<file path="config.mk">
export PLATFORM = sky130hd
export DESIGN_NAME = raster_timing_gen
export DESIGN_NICKNAME = d
export VERILOG_FILES = /design/src/rtl/tg_pkg.sv /design/src/rtl/tg_regs.sv /design/src/rtl/tg_axis.sv /design/src/rtl/raster_timing_gen.sv
export SDC_FILE = /design/constraint.sdc
export NUM_CORES = 1
export LEC_CHECK = 0
export BUFFER_PORTS_ARGS = -buffer_cell sky130_fd_sc_hd__clkbuf_2
export CAP_MARGIN = 20
export CORE_ASPECT_RATIO = 2
export CORE_UTILIZATION = 46
export CTS_CLUSTER_SIZE = 14
export DETAILED_ROUTE_END_ITERATION = 12
export PLACE_DENSITY = 0.64
export REMOVE_ABC_BUFFERS = 1
export SLEW_MARGIN = 20
export SYNTH_ARGS = -nofsm -noshare
export SYNTH_HDL_FRONTEND = slang
export SYNTH_HIERARCHICAL = 1
export SYNTH_SLANG_ARGS = --single-unit
</file>
<file path="constraint.sdc">
create_clock -name clk -period 4.65 [get_ports clk]
set_input_delay 0.2325 -clock clk [delete_from_list [all_inputs] [get_ports clk]]
set_output_delay 0.2325 -clock clk [all_outputs]
set_load 0.02 [all_outputs]
</file>
<file path="src/rtl/tg_pkg.sv">
package tg_pkg;
    // interval order along an axis; the address decode relies on it
    typedef enum logic [1:0] {
        PH_ACT  = 2'd0,
        PH_FP   = 2'd1,
        PH_SYNC = 2'd2,
        PH_BP   = 2'd3
    } tg_phase_e;

    localparam int ADDR_W = 4;

    localparam logic [ADDR_W-1:0] A_RUN     = 4'd0;
    localparam logic [ADDR_W-1:0] A_POL     = 4'd1;
    localparam logic [ADDR_W-1:0] A_IRQ_EN  = 4'd2;
    localparam logic [ADDR_W-1:0] A_IRQ_CLR = 4'd3;
    localparam logic [ADDR_W-1:0] A_H_ACT   = 4'd4;
    localparam logic [ADDR_W-1:0] A_H_FP    = 4'd5;
    localparam logic [ADDR_W-1:0] A_H_SYNC  = 4'd6;
    localparam logic [ADDR_W-1:0] A_H_BP    = 4'd7;
    localparam logic [ADDR_W-1:0] A_V_ACT   = 4'd8;
    localparam logic [ADDR_W-1:0] A_V_FP    = 4'd9;
    localparam logic [ADDR_W-1:0] A_V_SYNC  = 4'd10;
    localparam logic [ADDR_W-1:0] A_V_BP    = 4'd11;

    localparam int POL_HS  = 0;
    localparam int POL_VS  = 1;
    localparam int POL_DE  = 2;
    localparam int POL_DAT = 3;
endpackage

</file>
<file path="src/rtl/tg_regs.sv">
module tg_regs import tg_pkg::*; #(
    parameter int H_W       = 12,
    parameter int V_W       = 12,
    parameter int REG_W     = 16,
    parameter int MAX_LINES = 2048
) (
    input  logic                  clk,
    input  logic                  rst_n,
    input  logic                  wr_en,
    input  logic [ADDR_W-1:0]     wr_addr,
    input  logic [REG_W-1:0]      wr_data,
    input  logic                  load,
    output logic                  run_o,
    output logic [3:0]            pol_o,
    output logic                  irq_en_o,
    output logic                  irq_clr_o,
    output logic [3:0][H_W-1:0]   h_len_o,
    output logic [3:0][V_W-1:0]   v_len_o
);
    localparam logic [REG_W-1:0] V_CAP_W = REG_W'(MAX_LINES - 1);
    localparam logic [V_W-1:0]   V_CAP   = V_W'(MAX_LINES - 1);

    typedef struct packed {
        logic                run;
        logic [3:0]          pol;
        logic                en;
        logic [3:0][H_W-1:0] h_pend;
        logic [3:0][H_W-1:0] h_cur;
        logic [3:0][V_W-1:0] v_pend;
        logic [3:0][V_W-1:0] v_cur;
    } regs_t;

    regs_t d, q;
    logic [V_W-1:0] v_val;

    always_comb begin
        d         = q;
        irq_clr_o = wr_en && (wr_addr == A_IRQ_CLR) && wr_data[0];
        v_val     = wr_data[V_W-1:0];
        if ((wr_addr == A_V_ACT) && (wr_data > V_CAP_W)) begin
            v_val = V_CAP;
        end
        if (wr_en) begin
            case (wr_addr)
                A_RUN:    d.run = wr_data[0];
                A_POL:    d.pol = wr_data[3:0];
                A_IRQ_EN: d.en  = wr_data[0];
                A_H_ACT, A_H_FP, A_H_SYNC, A_H_BP:
                    d.h_pend[wr_addr[1:0]] = wr_data[H_W-1:0];
                A_V_ACT, A_V_FP, A_V_SYNC, A_V_BP:
                    d.v_pend[wr_addr[1:0]] = v_val;
                default: ;
            endcase
        end
        if (load) begin
            d.h_cur = q.h_pend;
            d.v_cur = q.v_pend;
        end
    end

    always_ff @(posedge clk or negedge rst_n) begin
        if (!rst_n) begin
            q     <= '0;
            q.pol <= 4'b1111;
        end else begin
            q <= d;
        end
    end

    assign run_o    = q.run;
    assign pol_o    = q.pol;
    assign irq_en_o = q.en;
    assign h_len_o  = q.h_cur;
    assign v_len_o  = q.v_cur;
endmodule

</file>
<file path="src/rtl/tg_axis.sv">
module tg_axis import tg_pkg::*; #(
    parameter int W = 12
) (
    input  logic             clk,
    input  logic             rst_n,
    input  logic             clear,
    input  logic             step,
    input  logic [3:0][W-1:0] len,
    output tg_phase_e        phase_o,
    output logic [W-1:0]     cnt_o,
    output logic             last_o
);
    typedef struct packed {
        tg_phase_e    ph;
        logic [W-1:0] cnt;
    } axis_t;

    axis_t d, q;
    logic [W-1:0] lim;
    tg_phase_e    nxt_ph;

    always_comb begin
        lim = len[q.ph];
        case (q.ph)
            PH_ACT:  nxt_ph = PH_FP;
            PH_FP:   nxt_ph = PH_SYNC;
            PH_SYNC: nxt_ph = PH_BP;
            default: nxt_ph = PH_ACT;
        endcase
        last_o = (q.ph == PH_BP) && (q.cnt == lim);
        d = q;
        if (clear) begin
            d.ph  = PH_ACT;
            d.cnt = '0;
        end else if (step) begin
            if (q.cnt == lim) begin
                d.ph  = nxt_ph;
                d.cnt = '0;
            end else begin
                d.cnt = q.cnt + 1'b1;
            end
        end
    end

    always_ff @(posedge clk or negedge rst_n) begin
        if (!rst_n) begin
            q.ph  <= PH_ACT;
            q.cnt <= '0;
        end else begin
            q <= d;
        end
    end

    assign phase_o = q.ph;
    assign cnt_o   = q.cnt;
endmodule

</file>
<file path="src/rtl/raster_timing_gen.sv">
module raster_timing_gen import tg_pkg::*; #(
    parameter int H_W       = 12,
    parameter int V_W       = 12,
    parameter int REG_W     = 16,
    parameter int DATA_W    = 24,
    parameter int MAX_LINES = 2048
) (
    input  logic              clk,
    input  logic              rst_n,
    input  logic              wr_en,
    input  logic [3:0]        wr_addr,
    input  logic [REG_W-1:0]  wr_data,
    input  logic [DATA_W-1:0] pix_in,
    output logic              hsync_o,
    output logic              vsync_o,
    output logic              de_o,
    output logic [H_W-1:0]    x_o,
    output logic [V_W-1:0]    y_o,
    output logic [DATA_W-1:0] pix_o,
    output logic              irq_o
);
    localparam int N_CTL = 3;

    logic                run, irq_en, irq_clr, frame_end;
    logic [3:0]          pol;
    logic [3:0][H_W-1:0] h_len;
    logic [3:0][V_W-1:0] v_len;
    tg_phase_e           h_ph, v_ph;
    logic [H_W-1:0]      h_cnt;
    logic [V_W-1:0]      v_cnt;
    logic                h_last, v_last;

    assign frame_end = run & h_last & v_last;

    tg_regs #(
        .H_W(H_W), .V_W(V_W), .REG_W(REG_W), .MAX_LINES(MAX_LINES)
    ) u_regs (
        .clk(clk), .rst_n(rst_n),
        .wr_en(wr_en), .wr_addr(wr_addr), .wr_data(wr_data),
        .load(~run | frame_end),
        .run_o(run), .pol_o(pol), .irq_en_o(irq_en), .irq_clr_o(irq_clr),
        .h_len_o(h_len), .v_len_o(v_len)
    );

    tg_axis #(.W(H_W)) u_hax (
        .clk(clk), .rst_n(rst_n), .clear(~run), .step(run),
        .len(h_len), .phase_o(h_ph), .cnt_o(h_cnt), .last_o(h_last)
    );

    tg_axis #(.W(V_W)) u_vax (
        .clk(clk), .rst_n(rst_n), .clear(~run), .step(run & h_last),
        .len(v_len), .phase_o(v_ph), .cnt_o(v_cnt), .last_o(v_last)
    );

    typedef struct packed {
        logic              hs;
        logic              vs;
        logic              de;
        logic              st;
        logic [H_W-1:0]    x;
        logic [V_W-1:0]    y;
        logic [DATA_W-1:0] pix;
    } out_t;

    out_t out_d, out_q;
    logic vs_start;

    always_comb begin
        vs_start = run && (v_ph == PH_SYNC) && (v_cnt == '0)
                       && (h_ph == PH_ACT) && (h_cnt == '0);
        out_d.hs  = run && (h_ph == PH_SYNC);
        out_d.vs  = run && (v_ph == PH_SYNC);
        out_d.de  = run && (h_ph == PH_ACT) && (v_ph == PH_ACT);
        out_d.x   = (run && (h_ph == PH_ACT)) ? h_cnt : '0;
        out_d.y   = (run && (v_ph == PH_ACT)) ? v_cnt : '0;
        out_d.pix = out_d.de ? pix_in : '0;
        out_d.st  = vs_start | (out_q.st & ~irq_clr);
    end

    always_ff @(posedge clk or negedge rst_n) begin
        if (!rst_n) begin
            out_q <= '0;
        end else begin
            out_q <= out_d;
        end
    end

    // active-high internal levels, observed by the checker
    logic hs_a, vs_a, de_a, st_q;
    assign hs_a = out_q.hs;
    assign vs_a = out_q.vs;
    assign de_a = out_q.de;
    assign st_q = out_q.st;

    logic [N_CTL-1:0] ctl_act, ctl_pin;
    assign ctl_act = {de_a, vs_a, hs_a};

    for (genvar i = 0; i < N_CTL; i++) begin : g_pol
        assign ctl_pin[i] = pol[i] ? ctl_act[i] : ~ctl_act[i];
    end

    assign hsync_o = ctl_pin[POL_HS];
    assign vsync_o = ctl_pin[POL_VS];
    assign de_o    = ctl_pin[POL_DE];
    assign pix_o   = pol[POL_DAT] ? out_q.pix : ~out_q.pix;
    assign x_o     = out_q.x;
    assign y_o     = out_q.y;
    assign irq_o   = st_q & irq_en;
endmodule

</file>
==> impl_summary.txt <==
----------------------------------------------------
[STA]
  Min Hold Slack ... 76.7 ps
  Tcrit/Tclk final ... 0.856
  Worst Tran Pin Value ... 1040 ps
  Minimum period implied by the final worst setup slack ... 3980 ps
  Max Clk Rate ... 251 MHz
  Number of hold-slack violations in the final timing report ... 0
  Setup repair after global routing missed its margin ... no
  Setup Viol. Count Final ... 0
  Max Transition Viols Final ... 0
  Maximum clock skew at final layout ... 11.7 ps
  Max-slew headroom ... 0.304
  PnR worst setup slack ... 669 ps

[Clock network]
  Total number of H-tree levels ... 1
  Number of buffers on the longest clock path ... 3
  Number of gates resized after CTS ... 0
  Number of CTS-inserted buffers ... 25
  Clock latency of the later-clocked register in the worst-skew pair ... 520 ps
  Root Buffer Master ... clkbuf_16
  Count of hold buffers inserted by post-cts repair ... 25
  Number of buffers inserted to repair setup after CTS ... 0
  TritonCTS sink count ... 278
  CTS clk-pin slew, worst paths ... 60 ps
  TritonCTS clock tree ... built

[Placement]
  # port buffers ... 98
  Number of placed instances with taps included ... 1242
  Global placement routability congestion ... 0.765
  Worst slack at placement ... 700 ps
  Cell Area, Placed ... 0.0129 mm²
  Post-DP HPWL ... 16.5 mm

[Global route]
  Congestion Overflow GR ... 0
  Maximum number of pins on one net before global-route repair ... 128
  Global-route usage over all layers ... 0.183
  First-pass GRT wire length ... 40.8 mm
  Number of antenna violations at the first check in global routing ... 0
  Vias in the first global route ... 7226

[Synthesis]
  Top cell type's share of synthesized area ... 0.525
  Cell taking the most area after synthesis ... dfrtp_1
  Sequential area share after synthesis ... 0.533
  Cell variety after synth ... 50
  Flip-flop and latch count after synthesis ... 278
  Mean post-synth cell area ... 13.7 µm²
  Post-synthesis instance total ... 952
  Count of synthesis-stage warnings from yosys ... 6
  Post-synthesis cell area ... 0.0131 mm²
  Synth area leaders ... dfrtp_1, mux2_2, buf_4, mux4_1, xnor2_1

[Layout]
  Final layout net count ... 998
  Fraction of final layout cells with drive strength greater than 1 ... 0.380
  Final Cell Area ... 0.0139 mm²
  Antenna fix cells ... 0
  Count of non-filler cells in the finished layout ... 1308
  Area Overhead vs Synth ... 6.10%

[Setup path]
  Largest fanout of any net on the critical path ... 17
  Maximum cell stage delay along the critical path ... 860 ps
  Endpoint arrival time on the critical path ... 4430 ps
  CP Cell Sequence ... mux4_1 -> xnor2_1 -> nand4_1 -> nor4_1 -> and2_1 -> and2_1 -> o2111ai_1 -> nor3_1 -> nand4_1 -> xor2_1 -> nor3_1
  Launching element type of the critical path ... flop
  Kind of cell adding the most delay to the critical path ... simple AND/OR/NAND/NOR gates
  Worst Path Class, Setup ... flop to flop
  Critical path's slowest cell ... dfrtp_1
  Worst EP required ... 5090 ps
  Critical path capture point type ... flop
  Buf+Inv Stages, Crit Path ... 0

[Worst hold path]
  Min-delay worst type ... input pin to flop

[Die]
  Die extent in x ... 121 µm
  Core Footprint ... 0.0278 mm²
  Die Area ... 0.0291 mm²
  Total number of placement rows ... 86
  Starting density of the core ... 0.471
  Vertical extent of the die ... 240 µm
  Number of primary I/O pins ... 99

[Drt]
  Vias per std cell ... 5.31
  TritonRoute pass-1 iters ... 4
  Initial DRC Count ... 353
  Post-route DRC ... 0
  Routed length per instance ... 19.3 µm
  Total via count in the routed design ... 6944
  Antenna Nets Post-Route ... 0
  Final routed wirelength across all metal layers ... 25.2 mm

[Job]
  Max-cap violations ... 0

[Power and ir drop]
  Largest voltage drop on the vdd net ... 245 µV
  Power density over the cells ... 479 mW/mm²
  Total leakage power ... 0.00614 µW

[Run status]
  Run status ... finished clean

----------------------------------------------------
-- per-layer routing --
layer / global-route usage / routed length (µm)
met3: 0.0223 / 904
met2: 0.340 / 13600
met1: 0.213 / 10100
met5: 0 / 0
met4: 0.0640 / 621
-- final cells by class --
| type | instances | area [µm²] |
|---|---|---|
| fillers | 2395 | 13900 |
| flip-flops and latches | 278 | 6960 |
| multi-input cells | 493 | 4820 |
| repair buffers | 137 | 885 |
| clock buffers | 37 | 701 |
| well taps | 352 | 440 |
| inverters | 8 | 30.0 |
| clock inverters | 3 | 26.3 |
-- state kept, by name, indices dropped and copies added (netlist names), 2 cells and up --
register	flops
u_regs/v_len_o	48
u_hax/phase_o	2
u_regs/h_len_o	48
u_regs/pol_o	4
out_q	24
x_o	12
u_regs/q	96
u_vax/cnt_o	12
y_o	12
u_vax/phase_o	2
u_hax/cnt_o	12
-- layout by cell type (no fill, tap or decap), types with 15 or more instances in the layout --
cell	count
nand2_1	19
xnor2_1	59
nor3_1	34
mux4_1	24
dlygate4sd3_1	25
dfrtp_1	274
mux2_2	176
and2_1	15
and3_1	28
clkbuf_2	97
clkbuf_16	25
-- worst reg2reg max path: stages (launching register included) --
cell and delay (ps):
dfrtp_1 860, mux4_1 670, xnor2_1 170, nand4_1 170
nor4_1 590, and2_1 250, and2_1 210, o2111ai_1 200
nor3_1 350, nand4_1 150, xor2_1 160, nor3_1 130
-- metrics by stage --
stage / power (µW) / TNS [ps] / utilization
2_1_floorplan: 4330 / -21100 / -
3_3_place_gp: 4740 / 0 / 0.463
3_5_place_dp: 4790 / 0 / 0.464
4_1_cts: 6730 / 0 / 0.499
5_1_grt: 7000 / 0 / 0.499
6_report: 6630 / 0 / 0.499
-- final timing paths --
kind	startpoint	endpoint	slack (ps)	cells past startpoint
max	u_hax/phase_o[0]	u_vax/cnt_o[11]	670	11
min in group asynchronous	rst_n	u_regs/q[174]	390	2
min	wr_data[7]	u_regs/q[67]	80	2
max in group asynchronous	rst_n	u_regs/pol_o[0]	3110	3
min reg2reg	u_regs/q[172]	u_regs/h_len_o[28]	490	1
max reg2reg	u_hax/phase_o[0]	u_vax/cnt_o[11]	670	11
-- cells in the mapped netlist, drive strengths merged --
| cell | number |
|---|---|
| o22ai | 3 |
| buf | 153 |
| nand2 | 20 |
| mux4 | 24 |
| o21a | 1 |
| a2bb2oi | 11 |
| nand3 | 8 |
| and3b | 1 |
| and3 | 40 |
| a21oi | 2 |
| a2111oi | 2 |
| mux2i | 4 |
| and2b | 1 |
| and2 | 17 |
| inv | 8 |
| or2b | 2 |
| and4 | 1 |
| nand4 | 9 |
| nor2b | 1 |
| clkbuf | 20 |
| o2111ai | 4 |
| dfrtp | 274 |
| nand3b | 4 |
| nor3b | 1 |
| nor4 | 10 |
| xnor2 | 59 |
| nor3 | 35 |
| ha | 8 |
| or3b | 1 |
| nor2 | 16 |
| xor2 | 10 |
| o32ai | 2 |
| nand2b | 7 |
| or4 | 1 |
| mux2 | 186 |
| o21bai | 2 |
| dfstp | 4 |
-- power by group --
| group | leakage, µW | internal [µW] | total (µW) | switching (µW) |
|---|---|---|---|---|
| Combinational | 0.00230 | 802 | 1430 | 623 |
| Clock | 0.000355 | 1040 | 1890 | 854 |
| Sequential | 0.00348 | 2990 | 3320 | 327 |
-- logic make-up after synthesis --
logic type               after synthesis  synth area share
XOR/XNOR                              69            0.0463
AO/OA/AOI/OAI                         27            0.0195
multiplexers                         214             0.215
flip-flops                           278             0.533
buffers and inverters                181            0.0997
adder cells (fa/ha/maj)                8           0.00766
AND/OR/NAND/NOR                      175            0.0793
Note: power is estimated with default switching activity, not from simulation.
